[config.mk]
export PLATFORM = sky130hd
export DESIGN_NAME = rgb_mux_sequencer
export DESIGN_NICKNAME = d
export VERILOG_FILES = /design/src/rtl/rgb_seq_pkg.sv /design/src/rtl/seq_edge_detect.sv /design/src/rtl/seq_step_ctr.sv /design/src/rtl/seq_chan_map.sv /design/src/rtl/rgb_mux_sequencer.sv
export SDC_FILE = /design/constraint.sdc
export NUM_CORES = 1
export LEC_CHECK = 0
export BUFFER_PORTS_ARGS = -buffer_cell sky130_fd_sc_hd__buf_2
export CORE_MARGIN = 3
export CORE_UTILIZATION = 35
export CTS_BUF_LIST = sky130_fd_sc_hd__clkbuf_4
export DETAILED_ROUTE_END_ITERATION = 8
export SLEW_MARGIN = 20
export SYNTH_ARGS = -nofsm -noshare
export SYNTH_HDL_FRONTEND = slang
export SYNTH_SLANG_ARGS = --single-unit
[constraint.sdc]
create_clock -name clk -period 1.85 [get_ports clk]
set_input_delay 0.0925 -clock clk [delete_from_list [all_inputs] [get_ports clk]]
set_output_delay 0.0925 -clock clk [all_outputs]
set_load 0.01 [all_outputs]
[src/rtl/rgb_seq_pkg.sv]
// Shared colour codes and the order-mapping function for the channel sequencer.
package rgb_seq_pkg;
    typedef enum logic [1:0] {
        COL_RED   = 2'b00,
        COL_GREEN = 2'b01,
        COL_BLUE  = 2'b10
    } colour_e;

    // Map a step position (0 = first colour) onto a colour code for a given order.
    function automatic logic [1:0] step_to_colour(input logic [1:0] step, input logic rev);
        logic [1:0] c;
        c = rev ? (2'd2 - step) : step;
        return c;
    endfunction
endpackage

[src/rtl/seq_edge_detect.sv]
// seq_edge_detect: synchronises one asynchronous strobe and pulses `fall`
// for one cycle when the synchronised level goes from high to low.
// Assumes the strobe stays at each level for at least two clock cycles.
module seq_edge_detect #(
    parameter int SYNC_STAGES = 2
) (
    input  logic clk,
    input  logic rst_n,
    input  logic strobe_in,
    output logic fall
);
    localparam int LAST = SYNC_STAGES - 1;

    logic [SYNC_STAGES-1:0] sync_q;
    logic                   prev_q;

    // Synchroniser chain: stage 0 samples the pin, each later stage copies the one before it.
    genvar g;
    generate
        for (g = 0; g < SYNC_STAGES; g++) begin : g_sync
            always_ff @(posedge clk) begin
                if (!rst_n) sync_q[g] <= 1'b0;
                else if (g == 0) sync_q[g] <= strobe_in;
                else sync_q[g] <= sync_q[(g == 0) ? 0 : g - 1];
            end
        end
    endgenerate

    // Keep the previous synchronised level for edge comparison.
    always_ff @(posedge clk) begin
        if (!rst_n) prev_q <= 1'b0;
        else        prev_q <= sync_q[LAST];
    end

    assign fall = prev_q & ~sync_q[LAST];

    // Two fall detections can never come in consecutive cycles.
    assert_single_fall_R10: assert property (@(posedge clk) disable iff (!rst_n)
        fall |=> !fall);
endmodule

[src/rtl/seq_step_ctr.sv]
// seq_step_ctr: holds the position within a pixel (0 = first colour).
// Restart clears it, step advances it and saturates at the last position;
// restart takes priority when both arrive together.
module seq_step_ctr #(
    parameter int NUM_COLOURS = 3
) (
    input  logic       clk,
    input  logic       rst_n,
    input  logic       restart,
    input  logic       step,
    output logic [1:0] pos_q,
    output logic [1:0] pos_next
);
    localparam logic [1:0] LAST_POS = 2'(NUM_COLOURS - 1);

    // Next position: restart first, then saturating step, else hold.
    always_comb begin
        if (restart)                       pos_next = 2'd0;
        else if (step && pos_q != LAST_POS) pos_next = pos_q + 2'd1;
        else                                pos_next = pos_q;
    end

    // Position register.
    always_ff @(posedge clk) begin
        if (!rst_n) pos_q <= 2'd0;
        else        pos_q <= pos_next;
    end

    assert_restart_first_R3: assert property (@(posedge clk) disable iff (!rst_n)
        restart |=> pos_q == 2'd0);
    assert_step_advances_R2: assert property (@(posedge clk) disable iff (!rst_n)
        (step && !restart && pos_q != LAST_POS) |=> pos_q == $past(pos_q) + 2'd1);
    assert_saturate_last_R5: assert property (@(posedge clk) disable iff (!rst_n)
        (step && !restart && pos_q == LAST_POS) |=> pos_q == LAST_POS);
    assert_idle_hold_R11: assert property (@(posedge clk) disable iff (!rst_n)
        (!step && !restart) |=> $stable(pos_q));
endmodule

[src/rtl/seq_chan_map.sv]
// seq_chan_map: turns a step position and configuration into a colour code.
// Single-colour mode uses the fixed code, with 11 folded onto red.
module seq_chan_map
    import rgb_seq_pkg::*;
(
    input  logic [1:0] pos,
    input  logic       one_chan_mode,
    input  logic [1:0] fixed_sel,
    input  logic       order_rev,
    output logic [1:0] colour
);
    // Choose fixed or sequenced colour.
    always_comb begin
        if (one_chan_mode) colour = (fixed_sel == 2'b11) ? COL_RED : fixed_sel;
        else               colour = step_to_colour(pos, order_rev);
    end
endmodule

[src/rtl/rgb_mux_sequencer.sv]
// rgb_mux_sequencer: top level. Detects strobe falls, keeps the colour
// position and registers the select and the colour tag.
// Assumes both strobes come from the same timing source and are slow
// relative to clk.
module rgb_mux_sequencer #(
    parameter int SYNC_STAGES = 2,
    parameter int NUM_COLOURS = 3
) (
    input  logic       clk,
    input  logic       rst_n,
    input  logic       ck_reset_smp,
    input  logic       ck_data_smp,
    input  logic       one_chan_mode,
    input  logic [1:0] fixed_sel,
    input  logic       order_rev,
    output logic [1:0] chan_sel,
    output logic       tag_valid,
    output logic [1:0] tag_chan
);
    logic       restart_fall;
    logic       step_fall;
    logic [1:0] pos_q;
    logic [1:0] pos_next;
    logic [1:0] colour_next;

    seq_edge_detect #(.SYNC_STAGES(SYNC_STAGES)) i_restart_edge (
        .clk(clk), .rst_n(rst_n), .strobe_in(ck_reset_smp), .fall(restart_fall));

    seq_edge_detect #(.SYNC_STAGES(SYNC_STAGES)) i_step_edge (
        .clk(clk), .rst_n(rst_n), .strobe_in(ck_data_smp), .fall(step_fall));

    seq_step_ctr #(.NUM_COLOURS(NUM_COLOURS)) i_step_ctr (
        .clk(clk), .rst_n(rst_n), .restart(restart_fall), .step(step_fall),
        .pos_q(pos_q), .pos_next(pos_next));

    seq_chan_map i_chan_map (
        .pos(pos_next), .one_chan_mode(one_chan_mode), .fixed_sel(fixed_sel),
        .order_rev(order_rev), .colour(colour_next));

    // Register the select every cycle from the next position and current configuration.
    always_ff @(posedge clk) begin
        if (!rst_n) chan_sel <= 2'b00;
        else        chan_sel <= colour_next;
    end

    // Raise the tag for one cycle on each data-strobe fall, carrying the new colour.
    always_ff @(posedge clk) begin
        if (!rst_n) begin
            tag_valid <= 1'b0;
            tag_chan  <= 2'b00;
        end else begin
            tag_valid <= step_fall;
            if (step_fall) tag_chan <= colour_next;
        end
    end

    assert_tag_matches_sel_R8: assert property (@(posedge clk) disable iff (!rst_n)
        tag_valid |-> tag_chan == chan_sel);
    assert_tag_one_cycle_R8: assert property (@(posedge clk) disable iff (!rst_n)
        tag_valid |=> !tag_valid);
    assert_legal_code_R6: assert property (@(posedge clk) disable iff (!rst_n)
        chan_sel != 2'b11);
endmodule

== Word level (Yosys, flattened, before mapping) ==
Cells that the tools add are included.

* $add $sub $neg: 2
* Equal/unequal tests: 2
* Mux-type cells: 5
* Bitwise operators: 4
* Reductions and logical operators: 1

{| class="wikitable"
|+ Operators by type and width
! operator !! count
|-
| $mux 2 || 5
|-
| $add 2x1->2 const B || 1
|-
| $and 1x1->1 || 2
|-
| $eq 2x2->1 const B || 1
|-
| $ne 2x2->1 const B || 1
|-
| $not 1->1 || 2
|-
| $sub 2x2->2 const A || 1
|-
| $logic_and 1x1->1 || 1
|}

* Register bits: 13
* Bits of input ports: 8
* Output and inout bits: 5

== Longest topological paths before layout ==
* Depth after elaboration: 8
* Mapped depth: 6
* Depth with buffers taken out: 6

== Hierarchy ==
From an unflattened synthesis, not the netlist that was laid out.

* Cells, all modules: 47
* Area total of the unflattened synthesis: 505.5 sq um

{| class="wikitable"
|+ Modules (own cells, without submodules)
! module !! times used !! cells each !! area an instance (sq um) !! seq. area each (sq um)
|-
| seq_edge_detect || 2 || 7 || 88.8 || 60.1
|-
| rgb_mux_sequencer || 1 || 12 || 152.6 || 100.1
|-
| seq_step_ctr || 1 || 13 || 113.9 || 40.0
|-
| seq_chan_map || 1 || 8 || 61.3 || 0.0
|}

== Least setup slack after synthesis ==
No wires, ideal clock.

* Kind: register to register
* Start: reg i_step_ctr.pos_q[0]
* End: reg tag_chan[1]
* Library setup time: 0.133 ns
* Data arrival time: 1.656 ns
* Path slack: 0.061 ns
* Stages on the path, launching flop included: 7
* Path buffers: 0
* Path through: dfxtp_1 -> inv_1 -> ha_1 -> nor3b_2 -> mux2_2 -> a211oi_1 -> o32ai_2

* Cells in the longest elaborated chain, start to end: 7
* Elaborated cells between the ends (all ways): 8
* Classes of those cells: 2 x add/sub; 1 x eq/ne; 4 x mux; 1 x reduce/logical

{| class="wikitable"
|+ Ends and longest elaborated chain
! element !! line !! source
|-
| start: declaration || seq_step_ctr.sv:11 || <nowiki>output logic [1:0] pos_q,</nowiki>
|-
| start signal: assignment || seq_step_ctr.sv:26 || <nowiki>else pos_q <= pos_next;</nowiki>
|-
| parallel branches: the longest is 2 deep, another holds $add 2x1->2 || n/a ||
|-
| $mux 2 (*) || seq_step_ctr.sv:19 || <nowiki>else if (step && pos_q != LAST_POS) pos_next = pos_q + 2'd1;</nowiki>
|-
| $mux 2 (*) || seq_step_ctr.sv:18 || <nowiki>if (restart) pos_next = 2'd0;</nowiki>
|-
| $sub 2x2->2 || rgb_seq_pkg.sv:12 || <nowiki>c = rev ? (2'd2 - step) : step;</nowiki>
|-
| $mux 2 (*) || rgb_seq_pkg.sv:12 ||
|-
| $mux 2 (*) || seq_chan_map.sv:14 || <nowiki>if (one_chan_mode) colour = (fixed_sel == 2'b11) ? COL_RED : fixed_sel;</nowiki>
|-
| end signal: assignment || rgb_mux_sequencer.sv:53 || <nowiki>if (step_fall) tag_chan <= colour_next;</nowiki>
|-
| end: declaration || rgb_mux_sequencer.sv:18 || <nowiki>output logic [1:0] tag_chan</nowiki>
|}

Mark *: on every way between the ends.
A chain may end at the register's enable or synchronous reset.

== Worst setup path in the final report ==
Same ends and word-level chain as after synthesis.

==> results.cfg <==
[outcome]
outcome = finished, final reports clean

[sta]
rsz_0062_raised_after_global_routing = no
timing.final.crit_share_pct = 92.0
setup_tns_ps = 0
finalCriticalPeriod_ps = 1700
hold_violations = 0
timing.slew.headroom_pct = 79.1
setup_ws_ps = 147
fin_clk_skew_ps = 5.89
worst_slew_pin_slew_ps = 314
fmaxAchievable_ghz = 0.587
setup_viol = 0
finalMaxSlewViolations = 0

[clocking]
cts.path.max_buffers = 2
clkTransAtPathRegs_ps = 80
cts.sink_count = 13
tritoncts = done
clockRootBuffer = sky130_fd_sc_hd__clkbuf_4
cts_htree_levels = 1
cts_buffer_count = 3
insertion_delay_ps = 270
hold_buffers = 0

[worst_setup_path]
timing.reg2reg.worst_path_depth = 6
critical_path_required_ps = 2040
path_cells = inv_1 -> ha_1 -> or3b_1 -> a311oi_1 -> a211oi_2 -> o32ai_2
timing.reg2reg.setup_slack_ps = 150
worst-path-max-fanout = 3
crit_type = flip-flop to flip-flop
cp.arrival_ps = 1890
timing.rr.start = i_step_ctr.pos_q[0]$_SDFF_PN0_
critical_path.startpoint_type = flip-flop
cpPeakStageDelay_ps = 350
endpoint_kind = flip-flop
timing.critical_path.buf_inv = 1
timing.critical_path.max_delay_family = compound AO/OA/AOI/OAI gates
worst_flop_to_flop_path_endpoint = tag_chan[1]$_SDFFE_PN0P_
slowest_stage = sky130_fd_sc_hd__or3b_1

[floorplan]
horiz_die_dim_um = 44.9
fp.coreArea_mm2 = 0.00137
design.die.area_mm2 = 0.00202
rows = 13
die_h_um = 44.9
start_util_pct = 38.8
top_level_ports = 13

[placed_design]
globalplace.congestion = 0.715
place.detailed.hpwl_um = 790
placement.setup.worst_slack_ps = 70.4
place.detailed.instances = 82
io_buffer_count = 12

[drt]
detail_route.drc_violations = 0
postRouteAntennaNets = 0
detail_route.wl_per_cell_um = 11.4
routed-via-count = 432
route.detailed.vias_per_inst = 5.02
routed_wirelength_um = 979
drtIter0Drc = 3
first_pass_iters = 4

[flow_run]
max_cap_viols = 0

[grt]
overflow = 0
antenna_found_initial = 0
grt_usage_pct = 11.7
grt_pass1_vias = 436
grt_pass1_wl_mm = 1.76
maximum_number_of_pins_on_one_net_before_global_route_repair = 13

[logic_synthesis]
synth.net_count = 63
dominantRegCellSynth = sky130_fd_sc_hd__dfxtp_1
synth_area_leaders = sky130_fd_sc_hd__dfxtp_1 49%, sky130_fd_sc_hd__and2_1 8.3%, sky130_fd_sc_hd__nand2_1 3.5%
seq_area_frac_synth_pct = 49.1
synth_edf_count = 0
combined_area_of_all_synthesized_cells_um2 = 531
ys_top_cells_by_count = 13 x sky130_fd_sc_hd__dfxtp_1, 7 x sky130_fd_sc_hd__and2_1, 5 x sky130_fd_sc_hd__nand2_1, 3 x sky130_fd_sc_hd__nor2_1
mapped_cells = 54
synth.lib_cells_used.distinct = 25
post-synth-top-area-cell = sky130_fd_sc_hd__dfxtp_1
yosys_warnings = 0
synth_seq_cells = 13
postSynth.asyncResetShare_pct = 0
yosysMostFrequentCell = sky130_fd_sc_hd__dfxtp_1
syn-mean-instance-area_um2 = 9.82
synth_top_cell_area_share_pct = 49.1

[layout]
layout_cells_excl_fill = 86
multiInputGateArea_um2 = 264
nNetsFinal = 81
ff_latch_area_um2 = 260
syn_to_final_growth_pct = 23.6
antennaDiodeCount = 0
layout.core_utilization_pct = 48.0
filler_cell_count = 140
drive_above_1_share_pct = 32.4

[power_and_ir_drop]
power_per_cell_area_mw_per_mm2 = 811
power.static_leakage_nw = 0.290
irDropWorstVdd_v = 0.000347
totalPowerFinal_w = 0.000531

[hold_path]
hold_depth = 2
hold_path_class = input pin to flip-flop
hold_start = ck_data_smp
hold_path_end = i_step_edge.sync_q[0]$_SDFF_PN0_
## logic make-up after synthesis
| family | share of synthesized area, % |
|---|---|
| AO/OA/AOI/OAI | 12.3 |
| multiplexers | 2.12 |
| adder cells (fa/ha/maj) | 2.36 |
| AND/OR/NAND/NOR | 30.4 |
| buffers and inverters | 2.12 |
| flip-flops | 49.1 |
| XOR/XNOR | 1.65 |
## placed cells by master (no fill, tap or decap)
cell type and count:
sky130_fd_sc_hd__dfxtp_1 13, sky130_fd_sc_hd__nand2_1 5, sky130_fd_sc_hd__nand3_1 1, sky130_fd_sc_hd__xnor2_1 1, sky130_fd_sc_hd__o21ai_0 2, sky130_fd_sc_hd__a311oi_1 1, sky130_fd_sc_hd__mux2_2 1, sky130_fd_sc_hd__o31a_1 1
sky130_fd_sc_hd__ha_1 1, sky130_fd_sc_hd__nor2_1 3, sky130_fd_sc_hd__and2_1 7, sky130_fd_sc_hd__o32ai_2 1, sky130_fd_sc_hd__nor3_1 2, sky130_fd_sc_hd__or3_1 1, sky130_fd_sc_hd__nor3b_2 1, sky130_fd_sc_hd__and4bb_2 1
sky130_fd_sc_hd__clkbuf_4 4, sky130_fd_sc_hd__buf_4 2, sky130_fd_sc_hd__nand3b_1 1, sky130_fd_sc_hd__a21boi_1 1, sky130_fd_sc_hd__buf_2 12, sky130_fd_sc_hd__a31oi_1 1, sky130_fd_sc_hd__or3b_1 1, sky130_fd_sc_hd__nor2b_1 2
sky130_fd_sc_hd__a211oi_2 1, sky130_fd_sc_hd__inv_1 2, sky130_fd_sc_hd__nand2b_1 2
## sequential cells by signal, indices dropped and copies added (netlist names)
register	cells
tag_valid	1
i_step_edge.prev_q	1
i_step_ctr.pos_q	2
chan_sel	2
i_step_edge.sync_q	2
i_restart_edge.sync_q	2
tag_chan	2
i_restart_edge.prev_q	1
## metrics by stage
| stage | hold slack, ps | instance area [µm²] |
|---|---|---|
| 6_report | 31.4 | 656 |
| 4_1_cts | 24.0 | 651 |
| 3_5_place_dp | 302 | 621 |
| 5_1_grt | 40.3 | 656 |
| 2_1_floorplan | 220 | 531 |
| 3_3_place_gp | 297 | 621 |
## worst reg2reg max path, delay by kind of cell (launching register included)
| kind | cells | cell delay (ps) |
|---|---|---|
| compound gates | 3 | 680 |
| flops | 1 | 330 |
| buf+inv | 1 | 40 |
| simple gates | 1 | 350 |
| fa+ha+maj | 1 | 220 |
## per-layer routing
metal  part of all wire [%]  track usage (%)
met5                      0                0
met4                      0             7.02
met3                    7.9             2.39
met2                     47             19.8
met1                     45             13.4
## power by group
group / internal [W] / switching, W
Combinational: 0.0000259 / 0.0000265
Sequential: 0.000290 / 0.00000463
Clock: 0.0000979 / 0.0000862
Total: 0.000414 / 0.000117
## cell type report
type | instances | area share [%]
Tap cell | 15 | 2.86
Inverter | 2 | 1.15
Multi-Input combinational cell | 38 | 40.3
Timing Repair Buffer | 14 | 11.5
Sequential cell | 13 | 39.7
Clock buffer | 4 | 4.58
## worst max path at each step
stage	start	to	slack [ps]	depth (start not counted)
finish	i_step_ctr.pos_q[0]$_SDFF_PN0_	tag_chan[1]$_SDFFE_PN0P_	150	6
global route	i_step_ctr.pos_q[0]$_SDFF_PN0_	tag_chan[1]$_SDFFE_PN0P_	40	6
CTS	i_step_ctr.pos_q[0]$_SDFF_PN0_	tag_chan[1]$_SDFFE_PN0P_	50	6
detailed placement	i_step_ctr.pos_q[0]$_SDFF_PN0_	tag_chan[1]$_SDFFE_PN0P_	70	6
global placement	i_step_ctr.pos_q[0]$_SDFF_PN0_	tag_chan[1]$_SDFFE_PN0P_	130	6
floorplan	i_step_ctr.pos_q[0]$_SDFF_PN0_	tag_chan[1]$_SDFFE_PN0P_	60	6
## repair_timing
action / in CTS / in global routing
gates resized for setup: 0 / 1
endpoints found under the hold margin: 0 / 0
setup endpoints to repair: 0 / 2
buffers inserted: 0 / 0
Note: power is estimated with default switching activity, not from simulation.
